--- config.mk ---
export PLATFORM = sky130hd
export DESIGN_NAME = hash_cmd_guard
export DESIGN_NICKNAME = d
export VERILOG_FILES = /design/src/rtl/hash_cmd_pkg.sv /design/src/rtl/hash_cmd_cfgchk.sv /design/src/rtl/hash_cmd_seq.sv /design/src/rtl/hash_cmd_errsel.sv /design/src/rtl/hash_cmd_guard.sv
export SDC_FILE = /design/constraint.sdc
export NUM_CORES = 1
export LEC_CHECK = 0
export ABC_AREA = 1
export BUFFER_PORTS_ARGS = -buffer_cell sky130_fd_sc_hd__buf_4
export CAP_MARGIN = 20
export CORE_ASPECT_RATIO = 1.2
export CORE_MARGIN = 1.5
export CORE_UTILIZATION = 31
export DETAILED_ROUTE_END_ITERATION = 8
export HOLD_SLACK_MARGIN = 0.08
export PLACE_DENSITY = 0.76
export SKIP_CTS_REPAIR_TIMING = 1
export SYNTH_ARGS = -nofsm -noshare
export SYNTH_HDL_FRONTEND = slang
export SYNTH_HIERARCHICAL = 1
export SYNTH_SLANG_ARGS = --single-unit
--- constraint.sdc ---
create_clock -name clk_i -period 1.7 [get_ports clk_i]
set_input_delay 0 -clock clk_i [delete_from_list [all_inputs] [get_ports clk_i]]
set_output_delay 0 -clock clk_i [all_outputs]
set_load 0.03 [all_outputs]
--- src/rtl/hash_cmd_pkg.sv ---
package hash_cmd_pkg;
  localparam int CMD_W  = 3;
  localparam int MODE_W = 2;
  localparam int STR_W  = 3;
  localparam int MB_W   = 4;
  localparam int ERR_W  = 3;
  localparam int ST_W   = 3;
  localparam int N_ERR  = 4;

  typedef enum logic [CMD_W-1:0] {
    CMD_NONE = 3'd0, CMD_START = 3'd1, CMD_PROCESS = 3'd2,
    CMD_RUN  = 3'd3, CMD_DONE  = 3'd4
  } cmd_e;

  typedef enum logic [MODE_W-1:0] {
    MODE_SHA3 = 2'd0, MODE_SHAKE = 2'd2, MODE_CSHAKE = 2'd3
  } mode_e;

  typedef enum logic [STR_W-1:0] {
    STR_128 = 3'd0, STR_224 = 3'd1, STR_256 = 3'd2,
    STR_384 = 3'd3, STR_512 = 3'd4
  } strength_e;

  typedef enum logic [ST_W-1:0] {
    ST_IDLE = 3'd0, ST_MSG = 3'd1, ST_PROC = 3'd2,
    ST_ABS  = 3'd3, ST_SQZ = 3'd4, ST_TERM = 3'd5
  } seq_st_e;

  typedef enum logic [ERR_W-1:0] {
    ERR_NONE = 3'd0, ERR_SEQ = 3'd1, ERR_MODE = 3'd2,
    ERR_PREFIX = 3'd3, ERR_ENTROPY = 3'd4
  } err_e;

  localparam logic [MB_W-1:0] MB_TRUE  = 4'h6;
  localparam logic [MB_W-1:0] MB_FALSE = 4'h9;

  function automatic logic mb_strict(input logic [MB_W-1:0] v);
    return v == MB_TRUE;
  endfunction

  function automatic logic mb_loose(input logic [MB_W-1:0] v);
    return v != MB_FALSE;
  endfunction
endpackage

--- src/rtl/hash_cmd_cfgchk.sv ---
module hash_cmd_cfgchk
  import hash_cmd_pkg::*;
#(
  parameter int              PREFIX_W = 48,
  parameter logic [PREFIX_W-1:0] MAC_NAME = 48'h434D_4B20_0100
) (
  input  logic                check_en,
  input  logic [MODE_W-1:0]   mode,
  input  logic [STR_W-1:0]    strength,
  input  logic                mac_en,
  input  logic [PREFIX_W-1:0] prefix,
  output logic                mode_err,
  output logic                prefix_err
);
  logic sha3_ok, shake_ok;

  always_comb begin
    sha3_ok  = (mode == MODE_SHA3) &&
               (strength inside {STR_224, STR_256, STR_384, STR_512});
    shake_ok = ((mode == MODE_SHAKE) || (mode == MODE_CSHAKE)) &&
               (strength inside {STR_128, STR_256});
  end

  assign mode_err   = check_en && !(sha3_ok || shake_ok);
  assign prefix_err = check_en && mac_en && (prefix != MAC_NAME);
endmodule

--- src/rtl/hash_cmd_seq.sv ---
module hash_cmd_seq
  import hash_cmd_pkg::*;
(
  input  seq_st_e           state,
  input  logic [CMD_W-1:0]  cmd,
  input  logic              app_active,
  input  logic              absorbed,
  input  logic              core_done,
  output logic              seq_err,
  output logic              quiet,
  output logic              start_msg,
  output seq_st_e           nxt
);
  always_comb begin
    seq_err = 1'b0;
    quiet   = 1'b0;
    nxt     = state;
    unique case (state)
      ST_IDLE: begin
        if (!(cmd inside {CMD_NONE, CMD_START})) seq_err = 1'b1;
        else if (cmd == CMD_START && !app_active) nxt = ST_MSG;
      end
      ST_MSG: begin
        if (!(cmd inside {CMD_NONE, CMD_PROCESS})) seq_err = 1'b1;
        else if (cmd == CMD_PROCESS) nxt = ST_PROC;
      end
      ST_PROC: begin
        if (cmd != CMD_NONE) seq_err = 1'b1;
        else if (absorbed) nxt = ST_ABS;
      end
      ST_ABS: begin
        if (!(cmd inside {CMD_NONE, CMD_RUN, CMD_DONE})) seq_err = 1'b1;
        else if (cmd == CMD_RUN)  nxt = ST_SQZ;
        else if (cmd == CMD_DONE) nxt = ST_IDLE;
      end
      ST_SQZ: begin
        if (cmd != CMD_NONE) seq_err = 1'b1;
        else if (core_done) nxt = ST_ABS;
      end
      default: begin
        quiet = 1'b1;
        nxt   = ST_TERM;
      end
    endcase
  end

  assign start_msg = (state == ST_IDLE) && (cmd == CMD_START) && !app_active;
endmodule

--- src/rtl/hash_cmd_errsel.sv ---
module hash_cmd_errsel
  import hash_cmd_pkg::*;
#(
  parameter int N = N_ERR
) (
  input  logic [N-1:0]     err_vec,
  output logic             valid,
  output logic [ERR_W-1:0] code
);
  always_comb begin
    code = '0;
    for (int i = N - 1; i >= 0; i--) begin
      if (err_vec[i]) code = ERR_W'(i + 1);
    end
  end

  assign valid = |err_vec;
endmodule

--- src/rtl/hash_cmd_guard.sv ---
module hash_cmd_guard
  import hash_cmd_pkg::*;
#(
  parameter int                  PREFIX_W = 48,
  parameter logic [PREFIX_W-1:0] MAC_NAME = 48'h434D_4B20_0100
) (
  input  logic                clk_i,
  input  logic                rst_ni,
  input  logic [CMD_W-1:0]    cmd_i,
  input  logic                app_active_i,
  input  logic [MODE_W-1:0]   mode_i,
  input  logic [STR_W-1:0]    strength_i,
  input  logic                mac_en_i,
  input  logic [PREFIX_W-1:0] mac_prefix_i,
  input  logic                allow_unsup_i,
  input  logic                ent_unready_i,
  input  logic [MB_W-1:0]     absorbed_i,
  input  logic                core_done_i,
  input  logic [MB_W-1:0]     escalate_i,
  input  logic [MB_W-1:0]     clear_i,
  output logic [CMD_W-1:0]    cmd_o,
  output logic                err_valid_o,
  output logic [ERR_W-1:0]    err_code_o,
  output logic [ST_W-1:0]     state_o
);
  seq_st_e state_q, state_d, fsm_nxt;
  logic seq_err, quiet, start_msg, mode_err, prefix_err, ent_err, block;

  hash_cmd_seq u_seq (
    .state      (state_q),
    .cmd        (cmd_i),
    .app_active (app_active_i),
    .absorbed   (mb_strict(absorbed_i)),
    .core_done  (core_done_i),
    .seq_err    (seq_err),
    .quiet      (quiet),
    .start_msg  (start_msg),
    .nxt        (fsm_nxt)
  );

  hash_cmd_cfgchk #(.PREFIX_W(PREFIX_W), .MAC_NAME(MAC_NAME)) u_cfg (
    .check_en   (start_msg),
    .mode       (mode_i),
    .strength   (strength_i),
    .mac_en     (mac_en_i),
    .prefix     (mac_prefix_i),
    .mode_err   (mode_err),
    .prefix_err (prefix_err)
  );

  assign ent_err = ent_unready_i && (cmd_i != CMD_NONE) && !quiet;

  hash_cmd_errsel #(.N(N_ERR)) u_sel (
    .err_vec ({ent_err, prefix_err, mode_err, seq_err}),
    .valid   (err_valid_o),
    .code    (err_code_o)
  );

  assign block = seq_err || ent_err || (mode_err && !allow_unsup_i);
  assign cmd_o = (block || quiet) ? CMD_NONE : cmd_i;

  always_comb begin
    if (mb_loose(escalate_i))     state_d = ST_TERM;
    else if (mb_strict(clear_i))  state_d = ST_IDLE;
    else if (block)               state_d = state_q;
    else                          state_d = fsm_nxt;
  end

  always_ff @(posedge clk_i or negedge rst_ni) begin
    if (!rst_ni) state_q <= ST_IDLE;
    else         state_q <= state_d;
  end

  assign state_o = state_q;
endmodule

==> results of run 1 <==
[cell usage after synthesis (all sizes together)]
library cell   n
a21oi          7
a31oi          1
dfrtp          3
inv           32
nand2         52
nand3          7
nand3b         1
nand4          2
nor2          54
nor3           6
o21ai          5
[worst paths after layout]
path	endpoint	slack, ns	cells after the start
worst min register to register	state_o[0]	0.66	3
worst max register to register	state_o[0]	-0.08	13
max in group asynchronous	state_o[1]	1.50	2
worst min-delay path	state_o[2]	0.09	2
min in group clk_i	state_o[2]	0.18	7
worst max-delay path	cmd_o[1]	-0.15	11
[routing by layer]
layer	global-route usage (%)	vias up	share of wire (%)
met4	6.94	0	1.2
met3	5.15	4	9.8
met5	0	-	0
met2	39.7	61	53
li1	-	717	-
met1	21.0	570	36
[worst reg2reg max path, stage by stage (launching register included)]
cell	delay, ns
dfrtp_2	0.40
buf_6	0.13
inv_2	0.05
nor2_1	0.03
nand2_1	0.07
a21oi_1	0.06
nor2_1	0.16
nand2_2	0.10
a21oi_4	0.17
nand2_4	0.10
buf_4	0.15
buf_4	0.13
nand3_1	0.06
nand2_1	0.06
[power by group through the flow]
stage | logic, mW | registers, mW | clock network, mW
6_report | 0.203 | 0.0723 | 0.129
5_1_grt | 0.225 | 0.0723 | 0.134
4_1_cts | 0.199 | 0.0722 | 0.128
3_5_place_dp | 0.198 | 0.0731 | 0
3_3_place_gp | 0.196 | 0.0731 | 0
2_1_floorplan | 0.0524 | 0.0739 | 0
[logic make-up after synthesis]
| family | after synthesis | share of synthesized area (%) |
|---|---|---|
| DFF | 3 | 9.62 |
| buffers and inverters | 32 | 15.4 |
| and+or+nand+nor | 122 | 65.1 |
| AOI/OAI and AO/OA | 13 | 9.94 |
[layout by cell type, fill, tap and decap left out, drive strengths merged]
master | netlist | layout
clkbuf | 0 | 4
a31oi | 1 | 1
dlygate4sd3 | 0 | 1
dfrtp | 3 | 3
buf | 0 | 98
nor2 | 54 | 54
a21oi | 7 | 7
nand3 | 7 | 7
o21ai | 5 | 5
nand2 | 52 | 52
inv | 32 | 32
nor3 | 6 | 6
nand4 | 2 | 2
nand3b | 1 | 1
[area by class of cell]
type	count	area, sq um
Clock buffer	4	26.3
Fill cell	218	679
Inverter	32	120
Multi-Input combinational cell	135	623
Sequential cell	3	77.6
Tap cell	31	38.8
Timing Repair Buffer	99	764
[stage by stage]
step | power (mW) | worst slack [ns] | utilization [%] | instance area [sq um] | hold slack [ns]
detailed placement | 0.271 | 0.0546 | 64.9 | 1510 | -0.210
global route | 0.431 | -0.272 | 70.8 | 1650 | 0.101
global placement | 0.269 | 0.109 | 64.9 | 1510 | -0.210
floorplan | 0.126 | -0.0916 | - | 805 | -0.296
CTS | 0.399 | -0.133 | 66.0 | 1540 | -0.458
finish | 0.405 | -0.149 | 70.8 | 1650 | 0.0868
==> metrics, run 1 <==
Fin. Hold Viols=0; post-synth top area share=24.5%; clock sink total=3; DR vias=roughly 1400; Switching Fraction=between 20% and 30%; Seq/Total Area, Yosys=about a tenth; Post-Layout Cell Count=304; post-synthesis cell type count=18; Relative slew margins=86.7%; proportion of layout cells with a drive suffix above 1=44.7%; vias in the first global route=1222; CP max stage delay=around 0.40 ns; Skew-Pair Late Insertion Delay=around 0.24 ns; failing checks=negative setup slack; largest net degree at the start of global routing=8; clock share of power=between 30% and 40%; Final nets=349; residual DRC count=0; Routability Congestion=0.857; Final min period=1.85 ns; grt total ovfl=0; clock tree buffer depth=2; Final Max Tran Viols=0; pwr dens=245 nW/um^2; Via density=4.45; Worst setup startpoint=state_o[1]; CTS root buffer=clkbuf_4; Syn Nets=245; Die Area=roughly 2800 sq um; Top delay family on crit path=simple AND/OR/NAND/NOR gates; P_int=about 0.29 mW; WP buf/inv=3; n_diodes=0; setup tns final=-0.559 ns; synth top area cells=nor2_1 25%, nand2_1 24%, inv_1 15%, dfrtp_1 9.6%, nand3_1 4.5%; Leakage=0.944 nW; clk_skew=0.00583 ns; initial core utilization=33.5%; fmax=0.541 GHz; 1st-pass router iterations=4; # IOs=85; first-pass GRT wire length=around 4700 microns; actual slew at the worst max-slew pin=0.197 ns; crit start category=flip-flop; unrepaired setup endpoints after global routing=yes; CTS tree=done; maximum vdd drop=about 0.26 mV; number of synthesized register bits=3; synth warn=6; Sequential Power Share=between 10% and 20%; Inserted Clock Buffers=3; H-Tree Depth=1; post-synth top area cell=nor2_1; Die Y-Extent=~58 microns; IO buf count=84; Final ANT Viol Nets=0; synthesized area per cell=4.59 sq um; kind of critical path=reg -> out; Worst-path clk slew=~0.04 ns; final setup margin=-0.149 ns; reg2reg start=state_o[1]; combinational power share=roughly half; die width=48.8 microns; crit path capture type=primary output; Max Cap Viol=0; core area=between 2000 and 2500 sq um; wire per inst=9.62 microns; placed instance count=290; worst-path maximum fanout=5; Total GRT Usage=20.4%; status=finished, violations left; area delta synth->final=111%; Arr. time, crit path=1.85 ns; Post-Route WL=2920 microns; Rows=19; hpwl dp=2410 microns; Final Cycle Share=109%; Final setup viols=8; Post-Syn Instances=170; Net Sw Power=0.111 mW; mapped cell area=781 sq um; DR iter-0 viols=20; Worst EP required=1.70 ns; Largest register FFs=3; initial antenna violation count=0; Critical-path top delay cell=dfrtp_2; crit-path cells=buf_6, inv_2, nor2_1, nand2_1, a21oi_1, nor2_1, nand2_2, a21oi_4, nand2_4, nor3_4, buf_6; HP Class=in -> async
(Power assumes the default switching activity.)
==> run 2, diff against run 1 <==
--- a/config.mk
+++ b/config.mk
@@ -14,6 +14,7 @@
 export DETAILED_ROUTE_END_ITERATION = 8
 export HOLD_SLACK_MARGIN = 0.08
 export PLACE_DENSITY = 0.76
+export RECOVER_POWER = 25
 export SKIP_CTS_REPAIR_TIMING = 1
 export SYNTH_ARGS = -nofsm -noshare
 export SYNTH_HDL_FRONTEND = slang
==> metrics, run 2 (same netlist as run 1, synthesis figures left out) <==
Die Area=2830 sq um (unchanged); Final setup viols=8 (unchanged); unrepaired setup endpoints after global routing=yes (unchanged); Skew-Pair Late Insertion Delay=0.24 ns (about the same); placed instance count=290 (unchanged); Die Y-Extent=58.0 microns (unchanged); largest net degree at the start of global routing=8 (unchanged); wire per inst=9.60 microns (was 9.62 microns); residual DRC count=0 (unchanged); Post-Route WL=2920 microns (about the same); Final Cycle Share=109% (about the same); IO buf count=84 (unchanged); most frequent cells in the layout=92 x buf_4, 48 x nor2_1, 47 x nand2_1 (was 93 x buf_4, 48 x nor2_1, 47 x nand2_1); crit-path cells=buf_6, inv_2, nor2_1, nand2_1, a21oi_1, nor2_1, nand2_2, a21oi_4, nand2_4, nor3_4, buf_6 (unchanged); Relative slew margins=86.7% (unchanged); CTS root buffer=clkbuf_4 (unchanged); first-pass GRT wire length=4680 microns (unchanged); Total GRT Usage=20.4% (unchanged); path depth of the worst reg2reg path=13 (unchanged); DR iter-0 viols=20 (unchanged); pwr dens=245 nW/um^2 (about the same); n_diodes=0 (unchanged); Arr. time, crit path=1.85 ns (about the same); reg2reg start=state_o[1] (unchanged); area delta synth->final=111% (about the same); # IOs=85 (unchanged); 1st-pass router iterations=4 (unchanged); CTS tree=done (unchanged); Tot Pwr=0.404 mW (was 0.405 mW); actual slew at the worst max-slew pin=0.197 ns (unchanged); status=finished, violations left (unchanged); H-Tree Depth=1 (unchanged); Routability Congestion=0.857 (unchanged); commonest non-fill, non-tap cell in the layout=buf_4 (unchanged); CP endpoint=cmd_o[1] (unchanged); initial core utilization=33.5% (unchanged); die width=48.8 microns (unchanged); DR vias=1352 (unchanged); vias in the first global route=1222 (unchanged); Final ANT Viol Nets=0 (unchanged); Critical-path top delay cell=dfrtp_2 (unchanged); hpwl dp=2410 microns (unchanged); Worst-path clk slew=0.04 ns (about the same); CP max stage delay=0.40 ns (about the same); Post-Layout Cell Count=304 (unchanged); proportion of layout cells with a drive suffix above 1=44.3% (was 44.7%); HP Class=in -> async (unchanged); Final min period=1.85 ns (about the same); Rows=19 (unchanged); Largest register FFs=3 (unchanged); Final nets=349 (unchanged); clock sink total=3 (unchanged); initial antenna violation count=0 (unchanged); fmax=0.541 GHz (about the same); core area=2330 sq um (unchanged); Final Max Tran Viols=0 (unchanged); Fin. Hold Viols=0 (unchanged); Worst R2R Setup Slack=-0.08 ns (about the same); Layout fillers=219 (was 218); r2r endpoint=state_o[0] (unchanged); clock tree buffer depth=2 (unchanged); Worst setup startpoint=state_o[1] (unchanged); worst-path maximum fanout=5 (unchanged); maximum vdd drop=0.261 mV (was 0.263 mV); Max Cap Viol=0 (unchanged); final setup margin=-0.149 ns (about the same); failing checks=negative setup slack (unchanged); clk_skew=0.00583 ns (about the same); crit path capture type=primary output (unchanged); Leakage=0.940 nW (was 0.944 nW); crit start category=flip-flop (unchanged); Via density=4.45 (unchanged); grt total ovfl=0 (unchanged); Inserted Clock Buffers=3 (unchanged); Worst EP required=1.70 ns (about the same); kind of critical path=reg -> out (unchanged)
[run 2: stage by stage]
stage	setup TNS, ns	utilization, %	hold WS, ns	setup WS [ns]	cell area (sq um)
3_5_place_dp	0	64.9	-0.210	0.0546	1510
5_1_grt	-1.80	70.7	0.130	-0.272	1650
3_3_place_gp	0	64.9	-0.210	0.109	1510
4_1_cts	-0.610	66.0	-0.458	-0.133	1540
2_1_floorplan	-0.275	-	-0.296	-0.0916	805
6_report	-0.559	70.7	0.104	-0.149	1650
[run 2: report_power, final]
part	leakage (nW)	switching (mW)	internal, mW
Combinational	0.896	0.0700	0.132
Clock	0.0150	0.0412	0.0882
Sequential	0.0295	0.000198	0.0721
Total	0.940	0.111	0.293
[run 2: per-layer routing]
metal / GRT usage (%) / vias up / share of wire (%)
li1: - / 717 / -
met1: 21.0 / 568 / 36
met2: 39.7 / 63 / 53
met3: 5.15 / 4 / 10
met4: 6.94 / 0 / 1.2
met5: 0 / - / 0
[run 2: critical path, delay by kind of cell (launching register included)]
| family | cells | cell delay, ns |
|---|---|---|
| buffers and inverters | 3 | 0.33 |
| AND/OR/NAND/NOR | 6 | 0.65 |
| AO/OA/AOI/OAI | 2 | 0.23 |
| flip-flops | 1 | 0.40 |
[run 2: cell type report]
class | instances | area, sq um | area share (%)
Timing Repair Buffer | 99 | 761 | 46.2
Clock buffer | 4 | 26.3 | 1.60
Tap cell | 31 | 38.8 | 2.36
Sequential cell | 3 | 77.6 | 4.71
Multi-Input combinational cell | 135 | 623 | 37.8
Inverter | 32 | 120 | 7.29
[run 2: worst min-delay path by stage]
| stage | to | slack [ns] | cells after the start |
|---|---|---|---|
| after floorplan | state_o[0] | -0.30 | 0 |
| after global placement | state_o[2] | -0.21 | 1 |
| after detailed placement | state_o[2] | -0.21 | 1 |
| after CTS | state_o[2] | -0.46 | 1 |
| after global routing | state_o[2] | 0.13 | 2 |
| final | state_o[2] | 0.10 | 2 |
